$ cat config.mk
export PLATFORM = sky130hd
export DESIGN_NAME = irq_flag_ctrl
export DESIGN_NICKNAME = d
export VERILOG_FILES = /design/src/rtl/irq_pkg.sv /design/src/rtl/irq_rst_sync.sv /design/src/rtl/irq_bus_dec.sv /design/src/rtl/irq_flag_bank.sv /design/src/rtl/irq_enable_reg.sv /design/src/rtl/irq_flag_ctrl.sv
export SDC_FILE = /design/constraint.sdc
export NUM_CORES = 1
export LEC_CHECK = 0
export BUFFER_PORTS_ARGS = -buffer_cell sky130_fd_sc_hd__buf_2
export CORE_MARGIN = 2
export CORE_UTILIZATION = 35
export CTS_CLUSTER_SIZE = 24
export DETAILED_ROUTE_END_ITERATION = 10
export PLACE_DENSITY = 0.73
export SYNTH_ARGS = -nofsm -noshare
export SYNTH_HDL_FRONTEND = slang
export SYNTH_SLANG_ARGS = --single-unit
$ cat constraint.sdc
create_clock -name clk -period 2.01 [get_ports clk]
set_input_delay 0.1005 -clock clk [delete_from_list [all_inputs] [get_ports clk]]
set_output_delay 0.1005 -clock clk [all_outputs]
set_load 0.05 [all_outputs]
$ cat src/rtl/irq_pkg.sv
package irq_pkg;

  // Decoded register-bus access for one cycle
  typedef struct packed {
    logic flag_wr;
    logic ena_wr;
    logic flag_rd;
    logic ena_rd;
  } bus_dec_t;

endpackage

$ cat src/rtl/irq_rst_sync.sv
module irq_rst_sync #(
  parameter int STAGES = 2
) (
  input  logic clk,
  input  logic rst_n_in,
  output logic rst_n_out
);

  logic [STAGES-1:0] shreg;

  always_ff @(posedge clk or negedge rst_n_in) begin
    if (!rst_n_in) shreg <= '0;
    else           shreg <= {shreg[STAGES-2:0], 1'b1};
  end

  assign rst_n_out = shreg[STAGES-1];

endmodule

$ cat src/rtl/irq_bus_dec.sv
module irq_bus_dec
  import irq_pkg::*;
#(
  parameter int              SEL_W    = 4,
  parameter logic [SEL_W-1:0] FLAG_SEL = 4'h9,
  parameter logic [SEL_W-1:0] ENA_SEL  = 4'hA
) (
  input  logic             cs,
  input  logic [SEL_W-1:0] rsel,
  input  logic             rd,
  input  logic             wr,
  output bus_dec_t         dec
);

  logic hit_flag, hit_ena;

  always_comb begin
    hit_flag    = cs && (rsel == FLAG_SEL);
    hit_ena     = cs && (rsel == ENA_SEL);
    dec.flag_wr = hit_flag && wr;
    dec.ena_wr  = hit_ena  && wr;
    dec.flag_rd = hit_flag && rd;
    dec.ena_rd  = hit_ena  && rd;
  end

endmodule

$ cat src/rtl/irq_flag_bank.sv
module irq_flag_bank #(
  parameter int NSRC = 7
) (
  input  logic            clk,
  input  logic            rst_n,
  input  logic [NSRC-1:0] evt,
  input  logic            clr_wr_en,
  input  logic [NSRC-1:0] clr_wr_mask,
  input  logic [NSRC-1:0] svc_clr,
  output logic [NSRC-1:0] flags
);

  logic [NSRC-1:0] clr_mask;
  logic [NSRC-1:0] flags_nxt;
  logic            flags_upd;

  always_comb begin
    clr_mask  = svc_clr | (clr_wr_en ? clr_wr_mask : '0);
    // set applied after clear: a simultaneous event is never lost
    flags_nxt = (flags & ~clr_mask) | evt;
    flags_upd = (|clr_mask) || (|evt);
  end

  always_ff @(posedge clk or negedge rst_n) begin
    if (!rst_n)         flags <= '0;
    else if (flags_upd) flags <= flags_nxt;
  end

  a_r1_write_clears: assert property (@(posedge clk) disable iff (!rst_n)
    clr_wr_en |=> ((flags & $past(clr_wr_mask) & ~$past(evt)) == '0));

  a_r8_service_clears: assert property (@(posedge clk) disable iff (!rst_n)
    (svc_clr != '0) |=> ((flags & $past(svc_clr) & ~$past(evt)) == '0));

  a_r9_set_wins: assert property (@(posedge clk) disable iff (!rst_n)
    (evt != '0) |=> ((flags & $past(evt)) == $past(evt)));

  a_r10_flags_hold: assert property (@(posedge clk) disable iff (!rst_n)
    (!clr_wr_en && svc_clr == '0) |=> ((flags & $past(flags)) == $past(flags)));

endmodule

$ cat src/rtl/irq_enable_reg.sv
module irq_enable_reg #(
  parameter int NSRC = 7
) (
  input  logic            clk,
  input  logic            rst_n,
  input  logic            wr_en,
  input  logic [NSRC:0]   wr_data,
  output logic [NSRC-1:0] ena
);

  logic [NSRC-1:0] sel_mask;
  logic [NSRC-1:0] ena_nxt;

  always_comb begin
    sel_mask = wr_data[NSRC-1:0];
    if (wr_data[NSRC]) ena_nxt = ena | sel_mask;
    else               ena_nxt = ena & ~sel_mask;
  end

  always_ff @(posedge clk or negedge rst_n) begin
    if (!rst_n)     ena <= '0;
    else if (wr_en) ena <= ena_nxt;
  end

  a_r2_set_selected: assert property (@(posedge clk) disable iff (!rst_n)
    (wr_en && wr_data[NSRC]) |=>
      ((ena & $past(wr_data[NSRC-1:0])) == $past(wr_data[NSRC-1:0])));

  a_r3_clear_selected: assert property (@(posedge clk) disable iff (!rst_n)
    (wr_en && !wr_data[NSRC]) |=> ((ena & $past(wr_data[NSRC-1:0])) == '0));

  a_r3_unselected_kept: assert property (@(posedge clk) disable iff (!rst_n)
    wr_en |=> (((ena ^ $past(ena)) & ~$past(wr_data[NSRC-1:0])) == '0));

  a_r11_no_write_stable: assert property (@(posedge clk) disable iff (!rst_n)
    !wr_en |=> $stable(ena));

endmodule

$ cat src/rtl/irq_flag_ctrl.sv
module irq_flag_ctrl
  import irq_pkg::*;
#(
  parameter int               NSRC     = 7,
  parameter int               SEL_W    = 4,
  parameter logic [SEL_W-1:0] FLAG_SEL = 4'h9,
  parameter logic [SEL_W-1:0] ENA_SEL  = 4'hA,
  localparam int              DW       = NSRC + 1
) (
  input  logic             clk,
  input  logic             rst_n,
  input  logic             cs,
  input  logic [SEL_W-1:0] rsel,
  input  logic             rd,
  input  logic             wr,
  input  logic [DW-1:0]    wdata,
  output logic [DW-1:0]    rdata,
  input  logic [NSRC-1:0]  evt,
  input  logic [NSRC-1:0]  svc_clr,
  output logic             irq_n
);

  logic            rst_q;
  bus_dec_t        dec;
  logic [NSRC-1:0] flag_q;
  logic [NSRC-1:0] ena_q;
  logic            pend_any;

  irq_rst_sync #(.STAGES(2)) u_rst (
    .clk       (clk),
    .rst_n_in  (rst_n),
    .rst_n_out (rst_q)
  );

  irq_bus_dec #(.SEL_W(SEL_W), .FLAG_SEL(FLAG_SEL), .ENA_SEL(ENA_SEL)) u_dec (
    .cs   (cs),
    .rsel (rsel),
    .rd   (rd),
    .wr   (wr),
    .dec  (dec)
  );

  irq_flag_bank #(.NSRC(NSRC)) u_flags (
    .clk         (clk),
    .rst_n       (rst_q),
    .evt         (evt),
    .clr_wr_en   (dec.flag_wr),
    .clr_wr_mask (wdata[NSRC-1:0]),
    .svc_clr     (svc_clr),
    .flags       (flag_q)
  );

  irq_enable_reg #(.NSRC(NSRC)) u_ena (
    .clk     (clk),
    .rst_n   (rst_q),
    .wr_en   (dec.ena_wr),
    .wr_data (wdata),
    .ena     (ena_q)
  );

  always_comb begin
    pend_any = |(flag_q & ena_q);
    irq_n    = ~pend_any;
    rdata    = '0;
    if (dec.flag_rd)     rdata = {pend_any, flag_q};
    else if (dec.ena_rd) rdata = {1'b1, ena_q};
  end

  a_r6_needs_permission: assert property (@(posedge clk) disable iff (!rst_q)
    !irq_n |-> (ena_q != '0));

  a_r7_reset_clean: assert property (@(posedge clk)
    $rose(rst_q) |-> (flag_q == '0 && ena_q == '0 && irq_n));

  a_r11_idle_read_zero: assert property (@(posedge clk) disable iff (!rst_q)
    (!cs || !rd) |-> (rdata == '0));

endmodule

==> impl_results.md <==
* Largest net degree at the start of global routing at 15
* Worst hold endpoint: u_flags.flags[4]
* Ys async rst share at 100.0%
* Max-slew violations at 0
* Setup_tns at 0 ns
* Setup Crit Path Kind: register to output pin
* Synth area leader: dfrtp_1
* Cell with the most instances after synthesis: dfrtp_1
* Initial antenna violation count at 0
* Period utilization at 85.18%
* GRT Overall Usage at about 16%
* EDFF count, synth at 0
* Top cells by count, synth: dfrtp_1 (16), nand3_1 (12), inv_1 (8), a22o_1 (7), a31o_2 (7)
* RD Place Congestion at between 0.7 and 0.8
* Internal Power at 499.6 µW
* Routed Antenna Nets at 0
* Critical path peak fanout at 3
* Via density at 5.146
* Routed WL at approximately 2.0 mm
* Starting density of the core at a little over a third
* # rows at 18
* Upper clock frequency limit at 584.1 MHz
* Minimum clock period at 1.712 ns
* PnR worst setup slack at 0.2980 ns
* Crit start category: register
* IO Count at 40
* Number of synthesis warnings at 0
* Worst hold start: evt[4]
* First-pass GRT wire length at 3.229 mm
* Remaining global-route overflow at 0
* Netlist cell types at 19
* Starting DRT DRC Count at 14
* Syn Nets at 108
* Worst path required time at 1.91 ns
* Register bit total from synthesis at 16
* Worst r2r path cells at 1
* R2R setup slack at roughly 1.2 ns
* Synth Instances at 77
* Vias at 777
* Num CTS Buffers at 3
* Seq/Total Area, Yosys at a little under half
* DR WL/cell at 13.21 µm
* CTS H-tree lvls at 1
* Net Switching at 196.8 µW
* CP peak stage delay at roughly 0.4 ns
* Clk_lat worst skew at 0.27 ns
* Power per Cell Area at 609.0 nW/µm²
* Die Span Y at 53.78 µm
* Outcome: finished, final reports clean
* Slowest-stage cell, CP: dfrtp_1
* WHS Path Cells at 2
* Max-slew headroom at 61.22%
* Clock Sinks at 16
* CTS root buf: clkbuf_4
* DIE WIDTH at 53.78 µm
* Clock power share at 22.8%
* Worst Skew at 0.002864 ns
* I/O Buffers at 39
* Final hold vios at 0
* Post-CTS Resized at 0
* DRC errors left at 0
* Average size of a mapped cell at roughly 11 µm²
* Logic gate share of total power at between 20 and 25%
* Hold crit path type: input port to register
* Clk slew on worst S/H paths at roughly 0.08 ns
* TritonCTS clock tree: built
* Synth-to-layout area growth at 31.89%
* Top post-synthesis cells by area: dfrtp_1 (46%), a22o_1 (7.1%), a31o_2 (7.1%), nand3_1 (6.9%), mux2_2 (5.2%)
* Vias in the first global route at 750
* Crit end category: output pin
* Total power at 696.4 µW
* Least-Margin Pin Slew at 0.5806 ns
* Switch share at 28.26%
* Unrepaired setup endpoints after global routing: false
* Critical path, cell by cell: a222oi_1, nand3_1, a21o_1, buf_2
* Peak supply drop at 0.4668 mV
* Post-Syn Area at 867.1 µm²
* Post-Place Worst Slack at just over 0.5 ns
* Flop pwr share at between 50% and 60%
* Min Hold Slack at between 0.02 and 0.025 ns
* Share of the synthesized area in the top cell type at 46.18%
* Core Area at 2410 µm²
* Max_cap viols at 0
* Critical Path AT at roughly 1.6 ns
* Router iterations before antenna repair at 5
* Cell area after layout at 1144 µm²
* Final net count at 154
* Top FF cell, synth: dfrtp_1
* Die footprint at 2892 µm²
* Final setup fails at 0
* Number of buffers on the longest clock path at 2
* Leakage power figure at slightly below 0.6 nW
* Diode count at 0
* Layout cells sized above 1 at 50.41%
* Post-DP Area at 1061 µm²
## cells by family after synthesis
| family | share of synthesized area [%] |
|---|---|
| buffers and inverters | 9.668 |
| and+or+nand+nor | 15.44 |
| muxes | 10.39 |
| other | 0.4325 |
| AOI/OAI and AO/OA | 17.89 |
| DFF | 46.18 |
## cells in the final DEF (no fill, tap or decap)
cell and instances:
buf_2 39, clkbuf_4 3, nand3_1 12, a22o_1 7, a22oi_1 2, nand3_2 3, inv_1 8, a21o_1 1
a222oi_1 1, conb_1 1, and4b_1 1, dfrtp_1 16, buf_4 2, dlygate4sd3_1 6, mux2_2 4, nand4b_1 1
a31o_2 7, nor2b_1 4, mux2_4 3
## final cells by class
cell class / instances / area [µm²]
Inverter: 8 / 30.03
Fill cell: 239 / 1266
Tap cell: 30 / 37.54
Sequential cell: 16 / 400.4
Timing Repair Buffer: 47 / 270.3
Multi-Input combinational cell: 47 / 382.9
Clock buffer: 3 / 22.52
## critical path: cells and delay by family (launching register included)
kind,cells,cell delay (ns)
buffers and inverters,1,0.21
DFF,1,0.40
and+or+nand+nor,1,0.16
AOI/OAI and AO/OA,2,0.56
## power groups by stage
| stage | Clock [mW] | Sequential, mW | Combinational, mW |
|---|---|---|---|
| after floorplan | 0 | 0.379 | 0.101 |
| after global routing | 0.191 | 0.387 | 0.170 |
| after detailed placement | 0 | 0.388 | 0.149 |
| after CTS | 0.168 | 0.382 | 0.152 |
| after global placement | 0 | 0.388 | 0.144 |
| final | 0.159 | 0.381 | 0.156 |
## timing repair
item,4_1_cts,5_1_grt
endpoints found under the hold margin,3,4
hold buffers,2,4
setup buffers,0,0
## routing by layer
layer | track usage [%] | vias up | share of wire [%] | routed length [µm]
met1 | 19.51 | 378 | 42 | 836
met4 | 6.410 | 0 | 0 | 0
li1 | - | 372 | - | -
met2 | 26.63 | 27 | 53 | 1064
met5 | 0 | - | 0 | 0
met3 | 3.333 | 0 | 4.7 | 93
## stage by stage
stage                     util [%]  instances
after global placement       44.03        142
after global routing         47.46        151
after CTS                    45.79        147
after detailed placement     44.03        142
final                        47.46        151
after floorplan                  -         77
## worst max-delay path by stage
stage,cells past startpoint,end,slack (ns),from
2_1_floorplan,3,rdata[7],0.76,register
3_3_place_gp,5,rdata[3],0.57,rsel[2]
3_5_place_dp,5,rdata[3],0.51,rsel[2]
4_1_cts,4,rdata[7],0.27,u_flags.flags[1]
5_1_grt,4,rdata[7],0.21,u_flags.flags[5]
6_report,4,rdata[7],0.30,register
No activity file was read; power rests on OpenSTA's default activity.
